$ cat src/rtl/cstart_pkg.sv
package cstart_pkg;

    localparam int unsigned REG_ADDR_W = 3;

    localparam logic [REG_ADDR_W-1:0] ADDR_CFG     = 3'd0;
    localparam logic [REG_ADDR_W-1:0] ADDR_CMD     = 3'd1;
    localparam logic [REG_ADDR_W-1:0] ADDR_FLAGCLR = 3'd2;
    localparam logic [REG_ADDR_W-1:0] ADDR_DATA    = 3'd3;
    localparam logic [REG_ADDR_W-1:0] ADDR_PTRCLR  = 3'd4;

    localparam int unsigned CMD_START_BIT = 0;
    localparam int unsigned CMD_FIRST_BIT = 1;
    localparam int unsigned CMD_LAST_BIT  = 2;
    localparam int unsigned CMD_GF_BIT    = 3;

    localparam int unsigned FLAG_CIPHER = 0;
    localparam int unsigned FLAG_GF     = 1;
    localparam int unsigned NUM_FLAGS   = 2;

    typedef enum logic {
        LAUNCH_SW   = 1'b0,
        LAUNCH_AUTO = 1'b1
    } launch_mode_e;

    typedef struct packed {
        launch_mode_e mode;
        logic         first_blk;
        logic         last_msg;
        logic         gf_go;
    } ctrl_state_t;

endpackage

$ cat src/rtl/cstart_word_cnt.sv
module cstart_word_cnt #(
    parameter int unsigned WORDS = 4
) (
    input  logic clk,
    input  logic rst_n,
    input  logic word_wr_i,
    input  logic clear_i,
    output logic block_full_o
);
    localparam int unsigned CNT_W = (WORDS > 1) ? $clog2(WORDS) : 1;
    localparam logic [CNT_W-1:0] LAST_IDX = CNT_W'(WORDS - 1);

    typedef struct packed {
        logic [CNT_W-1:0] cnt;
    } cnt_state_t;

    cnt_state_t st_d, st_q;

    assign block_full_o = word_wr_i && (st_q.cnt == LAST_IDX);

    always_comb begin
        st_d = st_q;
        if (clear_i || block_full_o) begin
            st_d.cnt = '0;
        end else if (word_wr_i) begin
            st_d.cnt = st_q.cnt + CNT_W'(1);
        end
    end

    always_ff @(posedge clk) begin
        if (!rst_n) begin
            st_q <= '0;
        end else begin
            st_q <= st_d;
        end
    end


    cnt_range_chk: assert property (@(posedge clk) disable iff (!rst_n)
        st_q.cnt <= LAST_IDX);


    cnt_clear_chk: assert property (@(posedge clk) disable iff (!rst_n)
        clear_i |=> st_q.cnt == '0);

endmodule

$ cat src/rtl/cstart_sticky_flag.sv
module cstart_sticky_flag (
    input  logic clk,
    input  logic rst_n,
    input  logic set_i,
    input  logic clr_i,
    output logic flag_o
);
    typedef struct packed {
        logic flag;
    } flag_state_t;

    flag_state_t st_d, st_q;

    always_comb begin
        st_d = st_q;
        if (set_i) begin
            st_d.flag = 1'b1;
        end else if (clr_i) begin
            st_d.flag = 1'b0;
        end
    end

    always_ff @(posedge clk) begin
        if (!rst_n) begin
            st_q <= '0;
        end else begin
            st_q <= st_d;
        end
    end

    assign flag_o = st_q.flag;


    done_wins_chk: assert property (@(posedge clk) disable iff (!rst_n)
        set_i |=> flag_o);


    flag_rise_chk: assert property (@(posedge clk) disable iff (!rst_n)
        $rose(flag_o) |-> $past(set_i));

endmodule

$ cat src/rtl/cstart_launch.sv
module cstart_launch (
    input  logic clk,
    input  logic rst_n,
    input  logic req_i,
    input  logic done_i,
    output logic accept_o,
    output logic launch_o,
    output logic busy_o
);
    typedef struct packed {
        logic busy;
        logic launch;
    } launch_state_t;

    launch_state_t st_d, st_q;

    assign accept_o = req_i && !st_q.busy;

    always_comb begin
        st_d        = st_q;
        st_d.launch = accept_o;
        if (accept_o) begin
            st_d.busy = 1'b1;
        end else if (done_i) begin
            st_d.busy = 1'b0;
        end
    end

    always_ff @(posedge clk) begin
        if (!rst_n) begin
            st_q <= '0;
        end else begin
            st_q <= st_d;
        end
    end

    assign launch_o = st_q.launch;
    assign busy_o   = st_q.busy;


    launch_idle_chk: assert property (@(posedge clk) disable iff (!rst_n)
        launch_o |-> (busy_o && !$past(busy_o)));


    busy_fall_chk: assert property (@(posedge clk) disable iff (!rst_n)
        $fell(busy_o) |-> $past(done_i));

endmodule

$ cat src/rtl/cipher_start_ctrl.sv
module cipher_start_ctrl
    import cstart_pkg::*;
#(
    parameter int unsigned DATA_W  = 32,
    parameter int unsigned BLOCK_W = 128
) (
    input  logic                  clk,
    input  logic                  rst_n,
    input  logic                  wr_en_i,
    input  logic [REG_ADDR_W-1:0] wr_addr_i,
    input  logic [DATA_W-1:0]     wr_data_i,
    input  logic                  cipher_done_i,
    input  logic                  gf_done_i,
    output logic                  launch_o,
    output logic                  busy_o,
    output logic [NUM_FLAGS-1:0]  flags_o,
    output logic                  first_blk_o,
    output logic                  last_msg_o,
    output logic                  gf_go_o
);
    localparam int unsigned WORDS = BLOCK_W / DATA_W;

    logic wr_cfg, wr_cmd, wr_flagclr, wr_data, wr_ptrclr;
    logic sw_req, auto_req, accept, block_full;
    logic unused_hi;
    logic [NUM_FLAGS-1:0] flag_set, flag_clr;

    ctrl_state_t st_d, st_q;

    assign wr_cfg     = wr_en_i && (wr_addr_i == ADDR_CFG);
    assign wr_cmd     = wr_en_i && (wr_addr_i == ADDR_CMD);
    assign wr_flagclr = wr_en_i && (wr_addr_i == ADDR_FLAGCLR);
    assign wr_data    = wr_en_i && (wr_addr_i == ADDR_DATA);
    assign wr_ptrclr  = wr_en_i && (wr_addr_i == ADDR_PTRCLR);
    assign unused_hi  = ^wr_data_i[DATA_W-1:4];

    assign sw_req   = wr_cmd && wr_data_i[CMD_START_BIT] && (st_q.mode == LAUNCH_SW);
    assign auto_req = block_full && (st_q.mode == LAUNCH_AUTO);

    always_comb begin
        st_d       = st_q;
        st_d.gf_go = wr_cmd && wr_data_i[CMD_GF_BIT];
        if (wr_cfg) begin
            st_d.mode = launch_mode_e'(wr_data_i[0]);
        end
        if (wr_cmd) begin
            st_d.first_blk = wr_data_i[CMD_FIRST_BIT];
            st_d.last_msg  = wr_data_i[CMD_LAST_BIT];
        end
    end

    always_ff @(posedge clk) begin
        if (!rst_n) begin
            st_q <= '{mode: LAUNCH_SW, first_blk: 1'b0, last_msg: 1'b0, gf_go: 1'b0};
        end else begin
            st_q <= st_d;
        end
    end

    cstart_word_cnt #(
        .WORDS(WORDS)
    ) i_word_cnt (
        .clk         (clk),
        .rst_n       (rst_n),
        .word_wr_i   (wr_data),
        .clear_i     (wr_ptrclr || accept),
        .block_full_o(block_full)
    );

    cstart_launch i_launch (
        .clk     (clk),
        .rst_n   (rst_n),
        .req_i   (sw_req || auto_req),
        .done_i  (cipher_done_i),
        .accept_o(accept),
        .launch_o(launch_o),
        .busy_o  (busy_o)
    );

    assign flag_set[FLAG_CIPHER] = cipher_done_i;
    assign flag_set[FLAG_GF]     = gf_done_i;

    for (genvar g = 0; g < NUM_FLAGS; g++) begin : g_flag
        assign flag_clr[g] = wr_flagclr && wr_data_i[g];
        cstart_sticky_flag i_flag (
            .clk   (clk),
            .rst_n (rst_n),
            .set_i (flag_set[g]),
            .clr_i (flag_clr[g]),
            .flag_o(flags_o[g])
        );
    end

    assign first_blk_o = st_q.first_blk;
    assign last_msg_o  = st_q.last_msg;
    assign gf_go_o     = st_q.gf_go;


    gf_go_src_chk: assert property (@(posedge clk) disable iff (!rst_n)
        gf_go_o |-> $past(wr_en_i && wr_addr_i == ADDR_CMD));


    sw_no_data_launch_chk: assert property (@(posedge clk) disable iff (!rst_n)
        (launch_o && $past(st_q.mode == LAUNCH_SW)) |-> $past(wr_addr_i == ADDR_CMD));

endmodule

$ cat config.mk
export PLATFORM = sky130hd
export DESIGN_NAME = cipher_start_ctrl
export DESIGN_NICKNAME = d
export VERILOG_FILES = /design/src/rtl/cstart_pkg.sv /design/src/rtl/cstart_word_cnt.sv /design/src/rtl/cstart_sticky_flag.sv /design/src/rtl/cstart_launch.sv /design/src/rtl/cipher_start_ctrl.sv
export SDC_FILE = /design/constraint.sdc
export NUM_CORES = 1
export LEC_CHECK = 0
export BUFFER_PORTS_ARGS = -buffer_cell sky130_fd_sc_hd__buf_2
export CORE_UTILIZATION = 37
export CTS_CLUSTER_DIAMETER = 200
export CTS_CLUSTER_SIZE = 20
export DETAILED_ROUTE_END_ITERATION = 10
export GPL_TIMING_DRIVEN = 0
export HOLD_SLACK_MARGIN = 0.02
export PLACE_DENSITY = 0.81
export SLEW_MARGIN = 10
export SYNTH_ARGS = -nofsm -noshare
export SYNTH_HDL_FRONTEND = slang
export SYNTH_HIERARCHICAL = 1
export SYNTH_SLANG_ARGS = --single-unit
$ cat constraint.sdc
create_clock -name clk -period 4.1 [get_ports clk]
set_input_delay 0.205 -clock clk [delete_from_list [all_inputs] [get_ports clk]]
set_output_delay 0.205 -clock clk [all_outputs]
set_load 0.005 [all_outputs]
==> Flow_metrics.wiki, run 1 <==
{| class="wikitable"
! Metric !! Value
|-
| Largest fanout on the critical path || 3
|-
| Core Region || 1190 µm²
|-
| Post-route insts no fill || 83
|-
| Placed Cells incl. Taps || between 70 and 80
|-
| CP Capture Type || register
|-
| Post-route worst hold slack || ~0.14 ns
|-
| Max H-tree Level || 1
|-
| MaxCap Viol Count || 0
|-
| Final HPWL DP || between 700 and 800 µm
|-
| Sequential-to-total area share from yosys stat || 0.401
|-
| Area added between synthesis and finish || 28.8%
|-
| Met3 routing resource usage after global routing || 0.0347
|-
| Setup crit start || i_word_cnt/st_q[0]
|-
| Cell with the most instances after synthesis || dfxtp_1
|-
| Global-route wire length before repair || around 1400 µm
|-
| Synth area leader || dfxtp_1
|-
| Remaining global-route overflow || 0
|-
| Antenna diode count || 0
|-
| Worst hold stages || 2
|-
| Number of hold-slack violations in the final timing report || 0
|-
| Top cells by count, synth || 10 x dfxtp_1, 7 x nand2_1
|-
| Effective utilization at floorplan || 0.421
|-
| Ratio of total power to cell area || 333 nW/µm²
|-
| Seq cells post-synth || 10
|-
| Data required, critical path || 4.30 ns
|-
| Arrival time of the worst setup path || between 1.5 and 2 ns
|-
| Reg2Reg Launch Point || i_word_cnt/st_q[0]
|-
| Largest cells by area after synthesis || dfxtp_1 40%, nor2b_4 8.3%, mux2i_1 6.0%
|-
| Share of total power consumed by net switching || 0.222
|-
| Leakage power of the design || a little over 0.0003 µW
|-
| Clock skew || approximately 0.0021 ns
|-
| RSZ-0062 raised after global routing || no
|-
| Number of gates resized after cts || 0
|-
| Cts bufs inserted || 3
|-
| Largest net degree at the start of global routing || 13
|-
| Clock insertion delay at the later pin of the skew report || approximately 0.27 ns
|-
| Ys async rst share || 0
|-
| Synth cell types || 23
|-
| Via count || 410
|-
| Cell Rows || 12
|-
| Share of total power in combinational logic || 0.106
|-
| Switching Power || around 47 µW
|-
| Clock edge transition at the registers on the reported setup and hold paths || about 0.07 ns
|-
| Global routing's busiest layer || met2
|-
| Bufs on Longest Clock Path || 2
|-
| Number of iterations in the first detailed-routing pass || 2
|-
| Result of the run || complete, no violations
|-
| Worst Setup Start Kind || register
|-
| Start-to-end type of the worst setup path || register to register
|-
| Die area || 1500 µm²
|-
| Classification of the worst-slack hold path || primary input to register
|-
| Drt via density || about 5
|-
| Die outline width || ~39 µm
|-
| Stage delay of the slowest cell on the critical path || 0.32 ns
|-
| Root cell of the clock tree || clkbuf_4
|-
| Internal power component || 167 µW
|-
| Worst relative slew slack || 0.825
|-
| Residual DRC || 0
|-
| Pin slew with the least headroom to its limit || 0.262 ns
|-
| GR Util All Layers || 0.140
|-
| Max Clock Freq || approximately 630 MHz
|-
| Final-layout setup total negative slack || 0 ns
|-
| TritonCTS clock tree || yes
|-
| Post-Syn Instances || 47
|-
| Share of Yosys cell area claimed by the top area cell type || 0.401
|-
| Clock network power share || 0.421
|-
| Clk sink count || 10
|-
| Primary FF master, synth || dfxtp_1
|-
| Hold worst-path end || g_flag[1].i_flag/flag_o
|-
| Global-route met1 utilization || 0.147
|-
| Routed Antenna Nets || 0
|-
| Post-CTS setup buffer count || 0
|-
| End of the worst register-to-register path || i_word_cnt/st_q[1]
|-
| Critical path's slowest cell || dfxtp_1
|-
| Die height || a little under 40 µm
|-
| Share of the clock period used by the worst path || 0.388
|-
| Register share of total power || 0.473
|-
| Count of warnings emitted by yosys || 6
|-
| Met2 Usage GRT || 0.238
|-
| Hold path startpoint || gf_done_i
|-
| Number of setup violations in the final report || 0
|-
| First-iteration detailed-routing DRC count || 3
|-
| Net count after synthesis || 88
|-
| Average footprint of a synthesized cell || 10.6 µm²
|-
| Final Critical Period || ~1.6 ns
|-
| EDFF count, synth || 0
|-
| R2R depth || 7
|-
| Total wire length after detailed routing || 909 µm
|-
| Count of buffers from port buffering || 18
|-
| WL per Instance || about 11 µm
|-
| Hold Buf Count CTS || 0
|-
| Via count of the first global-routing pass || 349
|-
| Initial antenna violation count || 0
|-
| Max Slew Vio Count || 0
|-
| Number of filler cells placed in the layout || 121
|-
| Flop-to-flop setup slack || 2.51 ns
|-
| Post-synthesis instance area || between 400 and 500 µm²
|-
| I/O Pins || between 40 and 50
|-
| Cells along the critical path || ha_1 -> and2_1 -> a22o_1 -> nor2b_4 -> a31o_1 -> nand2b_1 -> a21oi_1
|-
| Worst vdd ir || between 0.15 and 0.2 mV
|-
| Routability Congestion || around 0.73
|-
| Net total in the final layout || about 110
|-
| Share of layout cells above drive strength 1 || 0.420
|}
-- power by group through the flow --
stage	clock network (µW)	registers (µW)	logic, µW
floorplan	0	104	10.8
global placement	0	104	22.3
detailed placement	0	104	22.9
CTS	93.4	101	23.0
global route	98.1	102	25.5
finish	90.1	101	22.7
-- routing by layer --
metal / vias to the layer above / part of all wire
li1: 211 / -
met5: - / 0
met3: 4 / 0.039
met1: 184 / 0.42
met4: 0 / 0.032
met2: 11 / 0.51
-- stage by stage --
step                utilization  power [µW]  setup WS (ns)  instance area, µm²
floorplan                     -         115           2.62                 499
global placement          0.512         126           2.49                 607
detailed placement        0.512         127           2.49                 607
CTS                       0.542         218           2.50                 643
global route              0.542         225           2.41                 643
finish                    0.542         214           2.51                 643
-- critical path: cells and delay by family, from the launching register on --
kind / cells / cell delay (ns)
AO/OA/AOI/OAI: 3 / 0.53
adder cells (fa/ha/maj): 1 / 0.21
flip-flops: 1 / 0.32
AND/OR/NAND/NOR: 3 / 0.46
-- sequential cells by signal, indices dropped and copies added (netlist names) --
register / cells
i_launch/launch_o: 1
first_blk_o: 1
last_msg_o: 1
g_flag.i_flag/flag_o: 2
st_q: 1
gf_go_o: 1
i_word_cnt/st_q: 2
i_launch/busy_o: 1
-- layout make-up --
type | instances | area [µm²] | area share
timing repair buffer | 18 | 90.1 | 0.140
clock buffer | 4 | 36.3 | 0.0564
tap | 14 | 17.5 | 0.0272
multi-input combinational | 37 | 299 | 0.465
sequential | 10 | 200 | 0.311
-- cell families (layout without fill, tap and decap cells) --
family	Yosys count	in the layout	synth area share
adder cells (fa/ha/maj)	1	1	0.0251
AO/OA/AOI/OAI	7	7	0.113
flip-flops	10	10	0.401
buffers and inverters	0	22	0
AND/OR/NAND/NOR	26	26	0.401
multiplexers	3	3	0.0602
-- cell usage in the layout, fill, tap and decap left out, drive strengths merged --
cell type  Yosys  layout
a22o           1       1
nor2           1       1
nand3b         1       1
and4bb         2       2
o21a           2       2
and3           1       1
o211a          1       1
buf            0      18
a31o           1       1
nand2b         3       3
nand2          7       7
dfxtp         10      10
ha             1       1
and4b          1       1
or3b           1       1
and2           4       4
clkbuf         0       4
mux2i          3       3
a21oi          2       2
nor2b          4       4
nor4b          1       1
-- worst max path at each step --
stage | end | slack (ns)
finish | i_word_cnt/st_q[1] | 2.51
global route | i_word_cnt/st_q[1] | 2.41
CTS | i_word_cnt/st_q[1] | 2.50
detailed placement | i_word_cnt/st_q[1] | 2.49
global placement | i_word_cnt/st_q[1] | 2.49
floorplan | i_word_cnt/st_q[1] | 2.62
Note: power is estimated with default switching activity, not from simulation.
==> run 2, diff against run 1 <==
--- a/config.mk
+++ b/config.mk
@@ -6,13 +6,13 @@
 export NUM_CORES = 1
 export LEC_CHECK = 0
 export BUFFER_PORTS_ARGS = -buffer_cell sky130_fd_sc_hd__buf_2
-export CORE_UTILIZATION = 37
+export CORE_UTILIZATION = 31
 export CTS_CLUSTER_DIAMETER = 200
 export CTS_CLUSTER_SIZE = 20
 export DETAILED_ROUTE_END_ITERATION = 10
 export GPL_TIMING_DRIVEN = 0
 export HOLD_SLACK_MARGIN = 0.02
-export PLACE_DENSITY = 0.81
+export PLACE_DENSITY = 0.72
 export SLEW_MARGIN = 10
 export SYNTH_ARGS = -nofsm -noshare
 export SYNTH_HDL_FRONTEND = slang
==> constraint.sdc (replaced) <==
create_clock -name clk -period 1.38 [get_ports clk]
set_input_delay 0.069 -clock clk [delete_from_list [all_inputs] [get_ports clk]]
set_output_delay 0.069 -clock clk [all_outputs]
set_load 0.005 [all_outputs]
==> run 2 against run 1 <==
  * The run now ends with setup timing left
  * First-iteration DRC count unchanged
  * Count of clock-buffer cells in the layout is 1 lower
  * Critical path depth is the same
  * Routed wire length fell by 3.2%
  * Die area is 18% higher
  * Clock skew down 0.0019 ns
  * Critical endpoint is now i_word_cnt/st_q[0]
  * Highest routed layer unchanged
==> Flow_metrics.wiki, run 2 (same netlist as run 1, synthesis figures left out) <==
{| class="wikitable"
! Metric !! Value
|-
| Worst hold stages || 2
|-
| Share of the clock period used by the worst path || 1.05
|-
| Number of filler cells placed in the layout || ~150
|-
| Antenna diode count || 0
|-
| Root cell of the clock tree || clkbuf_4
|-
| Switching Power || between 100 and 150 µW
|-
| Final Critical Period || 1.45 ns
|-
| Most common library cell in the layout ignoring fill and taps || buf_2
|-
| Largest net degree at the start of global routing || 13
|-
| Arrival time of the worst setup path || 1.64 ns
|-
| Cell area after placement || between 600 and 700 µm²
|-
| R2R depth || 7
|-
| Cts bufs inserted || 3
|-
| Layout Cell Area excl Fill || between 600 and 700 µm²
|-
| End of the worst register-to-register path || i_word_cnt/st_q[0]
|-
| Die area || around 1800 µm²
|-
| Clock edge transition at the registers on the reported setup and hold paths || 0.06 ns
|-
| Worst path bufs/invs || 0
|-
| Remaining global-route overflow || 0
|-
| Top library cells by usage in the layout, fill and taps aside || 18 x buf_2, 8 x dfxtp_1, 7 x nand2_1
|-
| Least setup slack across all paths after layout || -0.0713 ns
|-
| Clk sink count || 10
|-
| Cell type group with the largest total delay on the critical path || compound AO/OA/AOI/OAI gates
|-
| Cells along the critical path || ha_4 -> and2_4 -> a22o_1 -> nor2b_4 -> a31o_1 -> nand2b_4 -> a21oi_2
|-
| Register share of total power || 0.532
|-
| Data required, critical path || roughly 1.6 ns
|-
| Placed Cells incl. Taps || between 80 and 90
|-
| Stage delay of the slowest cell on the critical path || between 0.3 and 0.4 ns
|-
| Reg2Reg Launch Point || i_word_cnt/st_q[1]
|-
| Share of layout cells above drive strength 1 || 0.514
|-
| I/O Pins || 47
|-
| Area added between synthesis and finish || 38.8%
|-
| Global-route wire length before repair || ~1500 µm
|-
| Final-layout setup total negative slack || -0.126 ns
|-
| Classification of the worst-slack hold path || primary input to register
|-
| Clock network power share || 0.336
|-
| Worst vdd ir || 0.477 mV
|-
| TritonCTS clock tree || yes
|-
| Worst relative slew slack || 0.828
|-
| Worst Setup Start Kind || register
|-
| Via count || between 400 and 500
|-
| Violations in the final reports || setup timing
|-
| Routability Congestion || roughly 0.73
|-
| Number of iterations in the first detailed-routing pass || 2
|-
| Max Slew Vio Count || 0
|-
| Drt via density || around 4.7
|-
| Cell Rows || 14
|-
| Internal power component || ~440 µW
|-
| Total wire length after detailed routing || 880 µm
|-
| Start-to-end type of the worst setup path || register to register
|-
| Share of total power consumed by net switching || 0.222
|-
| CP Capture Type || register
|-
| Flop-to-flop setup slack || -0.07 ns
|-
| Max H-tree Level || 1
|-
| Via count of the first global-routing pass || ~390
|-
| Die height || 42.1 µm
|-
| Max Clock Freq || between 600 and 700 MHz
|-
| Count of buffers from port buffering || 18
|-
| MaxCap Viol Count || 0
|-
| Pin slew with the least headroom to its limit || around 0.26 ns
|-
| Number of setup violations in the final report || 2
|-
| GR Util All Layers || 0.122
|-
| Critical path's slowest cell || dfxtp_2
|-
| Largest fanout on the critical path || 2
|-
| Core Region || roughly 1500 µm²
|-
| Effective utilization at floorplan || 0.331
|-
| Number of hold-slack violations in the final timing report || 0
|-
| Residual DRC || 0
|-
| Routed Antenna Nets || 0
|-
| Initial antenna violation count || 0
|-
| Share of total power in combinational logic || 0.133
|-
| Clock skew || around 0.00018 ns
|-
| WL per Instance || approximately 10 µm
|-
| RSZ-0062 raised after global routing || yes
|-
| Final HPWL DP || about 670 µm
|-
| Die outline width || 42.1 µm
|-
| Clock insertion delay at the later pin of the skew report || approximately 0.25 ns
|-
| Net total in the final layout || 115
|-
| Leakage power of the design || 0.000317 µW
|-
| Result of the run || complete, but fails checks
|-
| Ratio of total power to cell area || between 800 and 900 nW/µm²
|-
| Hold worst-path end || g_flag[0].i_flag/flag_o
|-
| Post-route insts no fill || 88
|-
| Hold path startpoint || cipher_done_i
|-
| First-iteration detailed-routing DRC count || 3
|-
| Bufs on Longest Clock Path || 2
|}
## run 2: cell count changes in the layout (fill, tap and decap cells not counted), sizes merged
cell         previous run  this run
dlygate4sd3             0         1
buf                    18        21
clkbuf                  4         3
## run 2: timing repair
action | CTS | global route
setup endpoints to repair | 2 | 2
setup buffers | 2 | 1
hold buffers | 1 | 0
endpoints found under the hold margin | 1 | 0
gates resized for setup | 4 | 0
pin swaps | 2 | 1
## run 2: per-layer routing
metal	vias to the layer above	global-route usage	part of all wire
met5	-	0	0
met4	0	0.0938	0.031
met3	4	0.0388	0.034
met2	10	0.197	0.50
met1	178	0.131	0.44
li1	219	-	-
## run 2: how the worst max path moves through the flow
stage / end / start / slack [ns] / cells past startpoint
after floorplan: i_word_cnt/st_q[1] / i_word_cnt/st_q[1] / 0.004 / 7
after global placement: i_word_cnt/st_q[1] / i_word_cnt/st_q[0] / -0.06 / 7
after detailed placement: i_word_cnt/st_q[0] / i_word_cnt/st_q[1] / -0.09 / 7
after CTS: i_word_cnt/st_q[0] / i_word_cnt/st_q[0] / -0.10 / 7
after global routing: i_word_cnt/st_q[0] / i_word_cnt/st_q[0] / -0.14 / 7
final: i_word_cnt/st_q[0] / i_word_cnt/st_q[1] / -0.07 / 7
## run 2: area by class of cell
type / count / area, µm² / share of cell area
flip-flops and latches: 10 / 203 / 0.292
multi-input cells: 37 / 325 / 0.469
repair buffers: 22 / 123 / 0.177
clock buffers: 3 / 22.5 / 0.0325
well taps: 16 / 20.0 / 0.0289
## run 2: metrics by stage
stage          setup slack (ns)  power [µW]  utilization  hold slack, ns
6_report                -0.0713         568        0.460          0.0368
5_1_grt                  -0.136         611        0.460          0.0297
4_1_cts                  -0.103         579        0.455          0.0287
3_5_place_dp            -0.0876         379        0.414           0.281
3_3_place_gp            -0.0628         377        0.414           0.280
2_1_floorplan           0.00360         343            -           0.186
## run 2: worst register-to-register path: cells and delay by family, from the launching register on
family / cells / cell delay [ns]
fa+ha+maj: 1 / 0.15
compound gates: 3 / 0.50
flops: 1 / 0.33
simple gates: 3 / 0.40
## run 2: power groups by stage
stage / clock network, µW / logic, µW / registers [µW]
final: 191 / 75.2 / 302
after global routing: 224 / 83.7 / 303
after CTS: 201 / 75.3 / 302
after detailed placement: 0 / 71.3 / 308
after global placement: 0 / 69.6 / 308
after floorplan: 0 / 34.4 / 309
